==> src/rtl/ddr_regblk_pkg.sv <==
package ddr_regblk_pkg;
  localparam int PA_W    = 34;               // physical address width
  localparam int UNIT_SH = 23;               // 8 MiB granule
  localparam int PG_W    = PA_W - UNIT_SH;   // page bits compared
  localparam int SZ_W    = 10;               // size field width
  localparam int DW      = 32;
  localparam int MAX_BANKS = 4;

  localparam int RN_INDEX = 'h10;
  localparam int RN_DATA  = 'h11;
  localparam int RN_BANK0 = 'h40;

  localparam logic [DW-1:0] IX_OPT    = 32'h21;
  localparam int            EN_BIT    = 27;

  function automatic logic is_inert(input int n);
    return (n == 'h45) || (n == 'h4A) || (n == 'h4B) || (n == 'h4F) || (n == 'h50);
  endfunction

  function automatic logic [DW-1:0] fixed_view(input logic [DW-1:0] ix);
    case (ix)
      32'h14, 32'h1F: return 32'h8000_0000;
      32'h40:         return 32'h0000_8001;
      32'h7A:         return 32'h0200_0000;
      default:        return '0;
    endcase
  endfunction
endpackage

==> src/rtl/ddr_bank_desc.sv <==
module ddr_bank_desc
  import ddr_regblk_pkg::*;
(
  input  logic [PG_W-1:0] base_i,
  input  logic [SZ_W-1:0] units_i,
  input  logic [PG_W-1:0] page_i,
  output logic [DW-1:0]   desc_o,
  output logic            populated_o,
  output logic            match_o
);
  logic [SZ_W-1:0] size_field;
  logic [PG_W-1:0] page_mask;

  always_comb begin
    populated_o = (units_i != '0) && ((units_i & (units_i - 1'b1)) == '0);
    size_field  = SZ_W'((SZ_W+1)'(1 << SZ_W) - {1'b0, units_i});
    page_mask   = ~{1'b0, units_i - 1'b1};
    desc_o      = populated_o ? {base_i, 5'b0, size_field, 5'b0, 1'b1} : '0;
    match_o     = populated_o && ((page_i & page_mask) == base_i);
  end
endmodule

==> src/rtl/ddr_opt_ctrl.sv <==
module ddr_opt_ctrl #(
  parameter int NB = 4
) (
  input  logic          clk,
  input  logic          rst,
  input  logic          opt_wr_i,
  input  logic          en_bit_i,
  input  logic [NB-1:0] populated_i,
  output logic          en_o,
  output logic [NB-1:0] active_o
);
  logic          en_q;
  logic [NB-1:0] active_q;

  always_ff @(posedge clk) begin
    if (rst) begin
      en_q     <= 1'b0;
      active_q <= '0;
    end else if (opt_wr_i) begin
      if (!en_q && en_bit_i) begin
        en_q     <= 1'b1;
        active_q <= populated_i;
      end else if (en_q && !en_bit_i) begin
        en_q     <= 1'b0;
        active_q <= '0;
      end
    end
  end

  assign en_o     = en_q;
  assign active_o = active_q;


  arm_snapshot_chk: assert property (@(posedge clk) disable iff (rst)
    $rose(en_q) |-> active_q == $past(populated_i));

  disarm_all_chk: assert property (@(posedge clk) disable iff (rst)
    $fell(en_q) |-> active_q == '0);

  same_state_chk: assert property (@(posedge clk) disable iff (rst)
    (opt_wr_i && (en_bit_i == en_q)) |=> $stable(active_q));
endmodule

==> src/rtl/ddr_hit_sel.sv <==
module ddr_hit_sel #(
  parameter int NB = 4
) (
  input  logic          clk,
  input  logic          rst,
  input  logic [NB-1:0] cand_i,
  output logic [NB-1:0] hit_o
);
  logic [NB-1:0] pick;
  logic [NB-1:0] hit_q;

  always_comb begin
    pick = '0;
    for (int i = NB - 1; i >= 0; i--) begin
      if (cand_i[i]) pick = NB'(1) << i;
    end
  end

  always_ff @(posedge clk) begin
    if (rst) hit_q <= '0;
    else     hit_q <= pick;
  end

  assign hit_o = hit_q;


  hit_onehot_chk: assert property (@(posedge clk) disable iff (rst)
    $onehot0(hit_q));
endmodule

==> src/rtl/ddr_regblk.sv <==
module ddr_regblk
  import ddr_regblk_pkg::*;
#(
  parameter int NUM_BANKS = 4,
  parameter int NUM_W     = 10
) (
  input  logic                            clk,
  input  logic                            rst,
  input  logic [NUM_W-1:0]                reg_num_i,
  input  logic                            reg_rd_i,
  input  logic                            reg_wr_i,
  input  logic [31:0]                     reg_wdata_i,
  output logic [31:0]                     reg_rdata_o,
  output logic                            reg_ack_o,
  input  logic [NUM_BANKS-1:0][10:0]      bank_base_i,
  input  logic [NUM_BANKS-1:0][9:0]       bank_units_i,
  input  logic [10:0]                     phys_page_i,
  output logic [NUM_BANKS-1:0]            hit_o
);
  localparam logic [NUM_W-1:0] N_INDEX = NUM_W'(RN_INDEX);
  localparam logic [NUM_W-1:0] N_DATA  = NUM_W'(RN_DATA);
  localparam logic [NUM_W-1:0] N_BLO   = NUM_W'(RN_BANK0);
  localparam logic [NUM_W-1:0] N_BHI   = NUM_W'(RN_BANK0 + MAX_BANKS - 1);

  logic [DW-1:0]        idx_q;
  logic [DW-1:0]        rdata_q;
  logic                 ack_q;
  logic [DW-1:0]        desc   [NUM_BANKS];
  logic [NUM_BANKS-1:0] populated;
  logic [NUM_BANKS-1:0] match;
  logic [NUM_BANKS-1:0] active;
  logic                 en;
  logic                 claimed;
  logic                 opt_wr;
  logic [DW-1:0]        rd_val;

  for (genvar b = 0; b < NUM_BANKS; b++) begin : g_bank
    ddr_bank_desc u_desc (
      .base_i      (bank_base_i[b]),
      .units_i     (bank_units_i[b]),
      .page_i      (phys_page_i),
      .desc_o      (desc[b]),
      .populated_o (populated[b]),
      .match_o     (match[b])
    );
  end

  assign opt_wr = reg_wr_i && (reg_num_i == N_DATA) && (idx_q == IX_OPT);

  ddr_opt_ctrl #(.NB(NUM_BANKS)) u_opt (
    .clk         (clk),
    .rst         (rst),
    .opt_wr_i    (opt_wr),
    .en_bit_i    (reg_wdata_i[EN_BIT]),
    .populated_i (populated),
    .en_o        (en),
    .active_o    (active)
  );

  ddr_hit_sel #(.NB(NUM_BANKS)) u_hit (
    .clk    (clk),
    .rst    (rst),
    .cand_i (match & active),
    .hit_o  (hit_o)
  );

  always_comb begin
    claimed = (reg_num_i == N_INDEX) || (reg_num_i == N_DATA) ||
              ((reg_num_i >= N_BLO) && (reg_num_i <= N_BHI)) ||
              is_inert(int'(reg_num_i));
    rd_val = '0;
    if (reg_num_i == N_INDEX) begin
      rd_val = idx_q;
    end else if (reg_num_i == N_DATA) begin
      if (idx_q == IX_OPT) rd_val = DW'({en, EN_BIT'(0)});
      else                 rd_val = fixed_view(idx_q);
    end else begin
      for (int b = 0; b < NUM_BANKS; b++) begin
        if (reg_num_i == NUM_W'(RN_BANK0 + b)) rd_val = desc[b];
      end
    end
  end

  always_ff @(posedge clk) begin
    if (rst) begin
      idx_q   <= '0;
      rdata_q <= '0;
      ack_q   <= 1'b0;
    end else begin
      if (reg_wr_i && (reg_num_i == N_INDEX)) idx_q <= reg_wdata_i;
      rdata_q <= (reg_rd_i && claimed) ? rd_val : '0;
      ack_q   <= (reg_rd_i || reg_wr_i) && claimed;
    end
  end

  assign reg_rdata_o = rdata_q;
  assign reg_ack_o   = ack_q;


  ack_cause_chk: assert property (@(posedge clk) disable iff (rst)
    reg_ack_o |-> $past(reg_rd_i || reg_wr_i));

  rdata_quiet_chk: assert property (@(posedge clk) disable iff (rst)
    !reg_ack_o |-> reg_rdata_o == '0);

  hit_needs_en_chk: assert property (@(posedge clk) disable iff (rst)
    (hit_o != '0) |-> $past(en));
endmodule

==> config.mk <==
export PLATFORM = sky130hd
export DESIGN_NAME = ddr_regblk
export DESIGN_NICKNAME = d
export VERILOG_FILES = /design/src/rtl/ddr_regblk_pkg.sv /design/src/rtl/ddr_bank_desc.sv /design/src/rtl/ddr_opt_ctrl.sv /design/src/rtl/ddr_hit_sel.sv /design/src/rtl/ddr_regblk.sv
export SDC_FILE = /design/constraint.sdc
export NUM_CORES = 1
export LEC_CHECK = 0
export BUFFER_PORTS_ARGS = -buffer_cell sky130_fd_sc_hd__clkbuf_2
export CORE_ASPECT_RATIO = 1.75
export CORE_MARGIN = 2
export CORE_UTILIZATION = 45
export CTS_CLUSTER_SIZE = 8
export DETAILED_ROUTE_END_ITERATION = 10
export MAX_ROUTING_LAYER = met4
export PLACE_DENSITY = 0.83
export RECOVER_POWER = 50
export SLEW_MARGIN = 20
export SYNTH_ARGS = -nofsm -noshare
export SYNTH_HDL_FRONTEND = slang
export SYNTH_SLANG_ARGS = --single-unit
==> constraint.sdc <==
create_clock -name clk -period 5.67 [get_ports clk]
set_input_delay 0.567 -clock clk [delete_from_list [all_inputs] [get_ports clk]]
set_output_delay 0.567 -clock clk [all_outputs]
set_load 0.01 [all_outputs]
==> results of run 1 <==
-- metrics by stage --
step / hold WS [ns] / cell area [µm²]
2_1_floorplan: 0.432 / 5050
3_3_place_gp: 0.439 / 5990
3_5_place_dp: 0.447 / 5990
4_1_cts: 0.443 / 6290
5_1_grt: 0.453 / 6240
6_report: 0.451 / 6240
-- metal layers --
layer,up-vias,GRT usage
met3,90,0.0525
met2,261,0.534
met1,2499,0.302
met4,0,0.245
met5,-,-
li1,2579,-
-- registers in the layout, summed over array words and instances (netlist names) --
register / count
idx_q: 32
reg_rdata_o: 32
reg_ack_o: 1
u_opt.active_o: 4
u_hit.hit_o: 4
u_opt.en_o: 1
-- layout make-up --
| cell class | count | area (µm²) |
|---|---|---|
| sequential | 74 | 1480 |
| inverter | 20 | 75.1 |
| timing repair buffer | 179 | 853 |
| multi-input combinational | 501 | 3370 |
| clock buffer | 11 | 243 |
| fill | 1077 | 4800 |
| tap | 132 | 165 |
| clock inverter | 5 | 53.8 |
-- cell usage in the layout (no fill, tap or decap), drive strengths merged, types with 10 or more instances in the layout --
| master | netlist | final |
|---|---|---|
| nand2 | 128 | 128 |
| xnor2 | 44 | 44 |
| dfxtp | 74 | 74 |
| nor2 | 17 | 17 |
| or3 | 10 | 10 |
| nor3 | 23 | 23 |
| clkbuf | 25 | 188 |
| o2bb2ai | 17 | 17 |
| xor2 | 28 | 28 |
| a222oi | 19 | 19 |
| a22o | 12 | 12 |
| ha | 41 | 41 |
| a21oi | 39 | 39 |
| and2 | 14 | 14 |
| o22ai | 10 | 10 |
| inv | 20 | 20 |
| nor4 | 21 | 21 |
-- critical path, delay by kind of cell --
| family | cells | cell delay, ns |
|---|---|---|
| AOI/OAI and AO/OA | 3 | 0.85 |
| adders and majority gates | 1 | 0.19 |
| buffers and inverters | 1 | 0.13 |
| and+or+nand+nor | 6 | 2.12 |
-- worst max path at each step --
stage                      from         endpoint  slack, ns  depth (start not counted)
6_report       bank_units_i[10]  reg_rdata_o[27]       2.01                         11
4_1_cts        bank_units_i[10]  reg_rdata_o[27]       2.12                         11
2_1_floorplan  bank_units_i[32]  reg_rdata_o[25]       2.40                         11
3_3_place_gp    bank_units_i[0]  reg_rdata_o[27]       1.91                         12
3_5_place_dp    bank_units_i[0]  reg_rdata_o[27]       1.78                         12
5_1_grt        bank_units_i[10]  reg_rdata_o[27]       1.70                         11
-- power groups by stage --
stage / clock network [µW] / registers (µW) / logic [µW]
6_report: 564 / 520 / 205
5_1_grt: 591 / 520 / 220
4_1_cts: 569 / 520 / 202
3_5_place_dp: 0 / 532 / 201
3_3_place_gp: 0 / 532 / 202
2_1_floorplan: 0 / 532 / 88.9
-- kinds of logic after synthesis --
family,Yosys count,synth area share
AND/OR/NAND/NOR,276,0.276
AO/OA/AOI/OAI,111,0.162
flip-flops,74,0.293
XOR/XNOR,72,0.125
buffers and inverters,49,0.0399
adder cells (fa/ha/maj),41,0.102
multiplexers,1,0.00198
==> out/metrics.csv, run 1 <==
stage,metric,value,unit
run_status,status,completed,
finish,layout.cells.non_filler,922,
timing,layout_setup_ws,2.01,ns
global_routing,grt_remaining_overflow,0,
pwr,cellLeakagePower,0.00244,µW
cts,ctsResizeCount,0,
cts,clk_pin_slew,0.06,ns
critical_path,max_stage_delay,0.75,ns
placed_design,place_hpwl,15500,µm
floorplanning,die_area,12100,µm²
floorplanning,io_pins,178,
floorplanning,num_rows,51,
route,drtAntennaViolNets,0,
timing,clock_skew,0.00602,ns
pwr,combPwrFrac,0.159,
placed_design,gp_congestion,1.05,
finish,nNetsFinal,967,
logic_synthesis,ys.flop_type,dfxtp_1,
route,viasPerCell,5.89,
finish,antenna_cells,0,
floorplanning,die_w,84.1,µm
critical_path,critPathMaxFanout,22,
pwr,switchingPower,329,µW
worst_hold_path,hp-start,reg_wdata_i[13],
route,routed-wl-met2,9380,µm
floorplanning,die_y,144,µm
finish,final_core_util,0.565,
logic_synthesis,syn-cell-area,5050,µm²
route,routed_wl,18700,µm
critical_path,cp-start-kind,input pin,
logic_synthesis,synth.top_cells.by_area,"dfxtp_1, ha_1, nand2_1",
logic_synthesis,synth.avg_cell_area,8.10,µm²
logic_synthesis,postSynthNetCount,806,
run,cap_violations,0,
pwr,internal_power,961,µW
logic_synthesis,netlist_instances,624,
critical_path,reg2reg_depth,6,
logic_synthesis,synth_edf_count,0,
critical_path,crit_chain,clkbuf_2 -> nor3_1 -> nand2_1 -> or3_1 -> ha_1 -> nor4_1 -> nand3_1 -> a21oi_1 -> and4_1 -> a221oi_1 -> a2111oi_0,
timing,hold_violations,0,
pwr,design_power_total,1290,µW
pwr,seqPwrFrac,0.403,
global_routing,grt_pass1_wl,27700,µm
cts,cts_root_buf,clkbuf_16,
timing,rsz0062_at_grt,false,
timing,timing.final.crit_share,0.645,
critical_path,crit_arrival,3.87,ns
finish,area_delta_synth_final,23.6,%
timing,fmax,0.274,GHz
worst_hold_path,hold_path_class,in2reg,
logic_synthesis,ys_ff_latch,74,
cts,cts_tree,built,
critical_path,worstPathRequired,5.89,ns
route,wl_met3,1150,µm
pwr,power_density,207,nW/µm²
cts,htree_levels,3,
placed_design,port_buffers,177,
worst_hold_path,hold_end,idx_q[13],
finish,post_route_cells_drive_above_1_share,0.227,
worst_hold_path,min_path_cells,3,
floorplanning,coreArea,11000,µm²
cts,cts_hold_buffers,0,
logic_synthesis,yosysTopAreaCell,dfxtp_1,
timing,slew_headroom,0.297,
logic_synthesis,synth_seq_area_share,0.293,
critical_path,r2r_slack,3.32,ns
critical_path,worst_setup_path_end_kind,register,
placed_design,dp.cells,906,
timing,worst_pin_slew,1.04,ns
logic_synthesis,synthArstFlopShare,0,
critical_path,r2r_end,u_opt.active_o[2],
cts,post_cts_buffers,0,
route,dr.pass1.iters,8,
pwr,ir_worst_vdd,0.000212,V
global_routing,grt_max_degree,43,
cts,cts.sinks,74,
critical_path,crit_type,in2reg,
timing,finalSetupViolCount,0,
critical_path,crit-reg2reg-launch,idx_q[20],
route,drc,0,
logic_synthesis,ys_types,51,
logic_synthesis,yosysMostFrequentCell,nand2_1,
logic_synthesis,yosysWarnings,0,
global_routing,grt_pass1_vias,5400,
route,drt_iter0_markers,421,
critical_path,cpMaxStageDelayCell,and4_1,
cts,cts_buffers,9,
cts,clock_latency,0.33,ns
pwr,power.share.clock,0.437,
placed_design,dp_slack,1.78,ns
route,wl_met1,6490,µm
pwr,switching_share,0.255,
cts,cts_buffer_depth,2,
logic_synthesis,synth_common_cells,"nand2_1, dfxtp_1, xnor2_1",
route,wire_per_inst,20.3,µm
logic_synthesis,synth_top_area_share,0.293,
floorplanning,start_util,0.458,
global_routing,antenna_found_initial,0,
route,vias,5429,
timing,slew_violations,0,
timing,tns,0,ns
timing,period_needed,3.66,ns
global_routing,grt_usage,0.308,
route,top_layer,met4,
Note: power is estimated with default switching activity, not from simulation.
==> inputs of run 2 (changes only) <==
Settings changed: ABC_AREA set to 1, PLACE_DENSITY 0.83 to 0.82.
Clock period 5.67 ns to 3.7 ns, I/O delays scaled along.
==> out/metrics.csv, run 2 <==
stage,metric,value,unit,change
timing,slew_headroom,-0.301,,-0.598
run_status,violations,"capacitance limit, slew limit",,
cts,cts_root_buf,clkbuf_16,,
critical_path,cpMaxStageDelayCell,nand2_1,,
critical_path,crit_chain,clkbuf_2 -> nor2_1 -> nand2_1 -> nor2_4 -> nand2_2 -> inv_2 -> nand2_1 -> nor2_1 -> a211oi_1,,
logic_synthesis,synthArstFlopShare,0,,unchanged
timing,worst_pin_slew,1.95,ns,+0.907 ns
floorplanning,die_y,153,µm,+5.8%
critical_path,crit_cells,9,,-2
floorplanning,die_area,13600,µm²,+12%
logic_synthesis,yosysMostFrequentCell,nand2_1,,
worst_hold_path,min_path_cells,3,,unchanged
route,vias,6232,,+15%
critical_path,critPathMaxFanout,64,,+190%
finish,nNetsFinal,1203,,+24%
timing,slew_violations,65,,+65
route,wl_met1,7210,µm,+11%
timing,layout_setup_ws,0.805,ns,-1.21 ns
global_routing,grt_remaining_overflow,0,,unchanged
finish,antenna_cells,0,,unchanged
cts,clk_pin_slew,0.05,ns,about the same
logic_synthesis,ys.flop_type,dfxtp_1,,
placed_design,place_hpwl,17500,µm,+13%
cts,cts_hold_buffers,0,,unchanged
pwr,seqPwrFrac,0.370,,-0.033
logic_synthesis,yosysTopAreaCell,dfxtp_1,,
logic_synthesis,ys_types,37,,-27%
global_routing,grt_pass1_vias,6303,,+17%
timing,finalSetupViolCount,0,,unchanged
timing,rsz0062_at_grt,false,,
route,viasPerCell,5.22,,-11%
critical_path,crit_type,in2reg,,
logic_synthesis,synth_top_area_share,0.261,,-0.0321
placed_design,dp_slack,0.917,ns,-0.862 ns
global_routing,antenna_found_initial,0,,unchanged
logic_synthesis,synth_edf_count,0,,unchanged
route,drt_iter0_markers,278,,-34%
cts,ctsResizeCount,0,,unchanged
logic_synthesis,postSynthNetCount,1032,,+28%
logic_synthesis,synth_seq_area_share,0.261,,-0.0321
logic_synthesis,synth.top_cells.by_area,"dfxtp_1, nand2_1, nor2_1",,
cts,cts_tree,built,,
logic_synthesis,synth_common_cells,"nand2_1, nor2_1, inv_1",,
route,routed_wl,20900,µm,+12%
timing,period_needed,2.90,ns,
worst_hold_path,hold_path_class,in2reg,,
logic_synthesis,netlist_instances,850,,+36%
run,cap_violations,1,,+1
floorplanning,start_util,0.459,,+0.00125
finish,post_route_cells_drive_above_1_share,0.198,,-0.0287
route,dr.pass1.iters,5,,-3
global_routing,grt_max_degree,65,,+51%
finish,final_core_util,0.563,,-0.00241
pwr,combPwrFrac,0.158,,about the same
critical_path,crit_family,simple AND/OR/NAND/NOR gates,,
critical_path,crit_arrival,3.02,ns,-0.85 ns
finish,final_cell_mix,"nand2_1, nor2_1, clkbuf_2, inv_1, dfxtp_1",,
route,drtAntennaViolNets,0,,unchanged
logic_synthesis,ys_ff_latch,74,,unchanged
critical_path,cp-start-kind,input pin,,
pwr,power_density,310,nW/µm²,+50%
route,drc,0,,unchanged
cts,post_cts_buffers,0,,unchanged
run_status,status,"finished, violations left",,
pwr,ir_worst_vdd,0.000277,V,+31%
global_routing,grt_usage,0.319,,+0.0107
cts,clock_latency,0.33,ns,about the same
pwr,switchingPower,529,µW,+61%
pwr,design_power_total,2160,µW,+67%
route,wire_per_inst,17.5,µm,-14%
cts,cts_buffers,9,,unchanged
timing,tns,0,ns,unchanged
floorplanning,coreArea,12400,µm²,+12%
critical_path,reg2reg_depth,9,,+3
logic_synthesis,synth.avg_cell_area,6.68,µm²,-18%
timing,hold_violations,0,,unchanged
timing,clock_skew,0.00484,ns,-0.00118 ns
logic_synthesis,yosysWarnings,0,,unchanged
pwr,cellLeakagePower,0.00312,µW,+28%
timing,fmax,0.345,GHz,
route,wl_met3,1070,µm,-6.7%
critical_path,crit_buf_inv,2,,+1
floorplanning,die_w,88.9,µm,+5.7%
critical_path,worst_setup_path_end_kind,register,,
cts,htree_levels,3,,unchanged
floorplanning,num_rows,54,,+5.9%
pwr,switching_share,0.245,,-0.00974
cts,cts_buffer_depth,2,,unchanged
critical_path,worstPathRequired,3.82,ns,-2.07 ns
pwr,internal_power,1630,µW,+69%
cts,cts.sinks,74,,unchanged
critical_path,max_stage_delay,1.06,ns,+0.31 ns
route,top_layer,met4,,
finish,area_delta_synth_final,22.7,%,
global_routing,grt_pass1_wl,31600,µm,+14%
floorplanning,io_pins,178,,unchanged
placed_design,port_buffers,177,,unchanged
finish,final_common_cell,nand2_1,,
timing,timing.final.crit_share,0.783,,
logic_synthesis,syn-cell-area,5670,µm²,+12%
placed_design,gp_congestion,1.09,,+4.1%
route,routed-wl-met2,10400,µm,+10%
pwr,power.share.clock,0.472,,+0.035
-- run 2: changes by cell type after synthesis, sizes merged, moves of 13 or more --
cell	delta
a222oi	-19
nand3	+37
inv	+75
a21oi	-25
a211oi	+32
nand2	+99
and2	-14
nand4	+27
nor4	-20
clkbuf	-21
xnor2	-13
nor2	+152
o2bb2ai	-17
-- run 2: logic make-up (layout without fill, tap and decap cells) --
group / Yosys count / count (layout) / synth area share
buffers and inverters: 114 / 290 / 0.0833
flip-flops: 74 / 74 / 0.261
adder cells (fa/ha/maj): 41 / 41 / 0.0904
XOR/XNOR: 61 / 61 / 0.0942
AND/OR/NAND/NOR: 495 / 495 / 0.397
AO/OA/AOI/OAI: 65 / 65 / 0.0739
-- run 2: worst paths after layout --
path	slack, ns	start	endpoint
max reg2reg	1.87	idx_q[25]	u_opt.active_o[2]
max	0.80	reg_num_i[8]	idx_q[28]
min	0.30	reg_wdata_i[17]	idx_q[17]
min reg2reg	0.45	idx_q[10]	reg_rdata_o[10]
-- run 2: metrics by stage --
step	hold WS (ns)	std cells	area, µm²
6_report	0.301	1194	6960
5_1_grt	0.313	1194	6960
4_1_cts	0.296	1194	7020
3_5_place_dp	0.442	1178	6670
3_3_place_gp	0.433	1178	6670
2_1_floorplan	0.426	850	5670
-- run 2: final cells by class --
cell class / instances / area [µm²]
Fill cell: 1288 / 5400
Multi-Input combinational cell: 662 / 3700
Sequential cell: 74 / 1480
Timing Repair Buffer: 179 / 855
Inverter: 95 / 357
Clock buffer: 12 / 256
Tap cell: 168 / 210
Clock inverter: 4 / 97.6
-- run 2: worst reg2reg max path, cell delays in order (launching register included) --
cell	delay, ns
dfxtp_1	0.30
inv_1	0.17
nand4_1	0.12
nor2_1	0.18
nand3_1	0.19
nor2_1	0.25
nand2_2	0.16
nor2_4	0.18
nand2_1	0.08
a21oi_1	0.12
-- run 2: power by group through the flow --
stage / Combinational [µW] / Sequential, µW / Clock, µW
2_1_floorplan: 152 / 815 / 0
3_5_place_dp: 330 / 815 / 0
3_3_place_gp: 332 / 815 / 0
4_1_cts: 333 / 797 / 1030
6_report: 340 / 797 / 1020
5_1_grt: 366 / 797 / 1060
-- run 2: metal layers --
metal | up-vias | track usage
met5 | - | -
met3 | 120 | 0.0401
met2 | 281 | 0.526
met1 | 2765 | 0.315
li1 | 3066 | -
met4 | 0 | 0.280
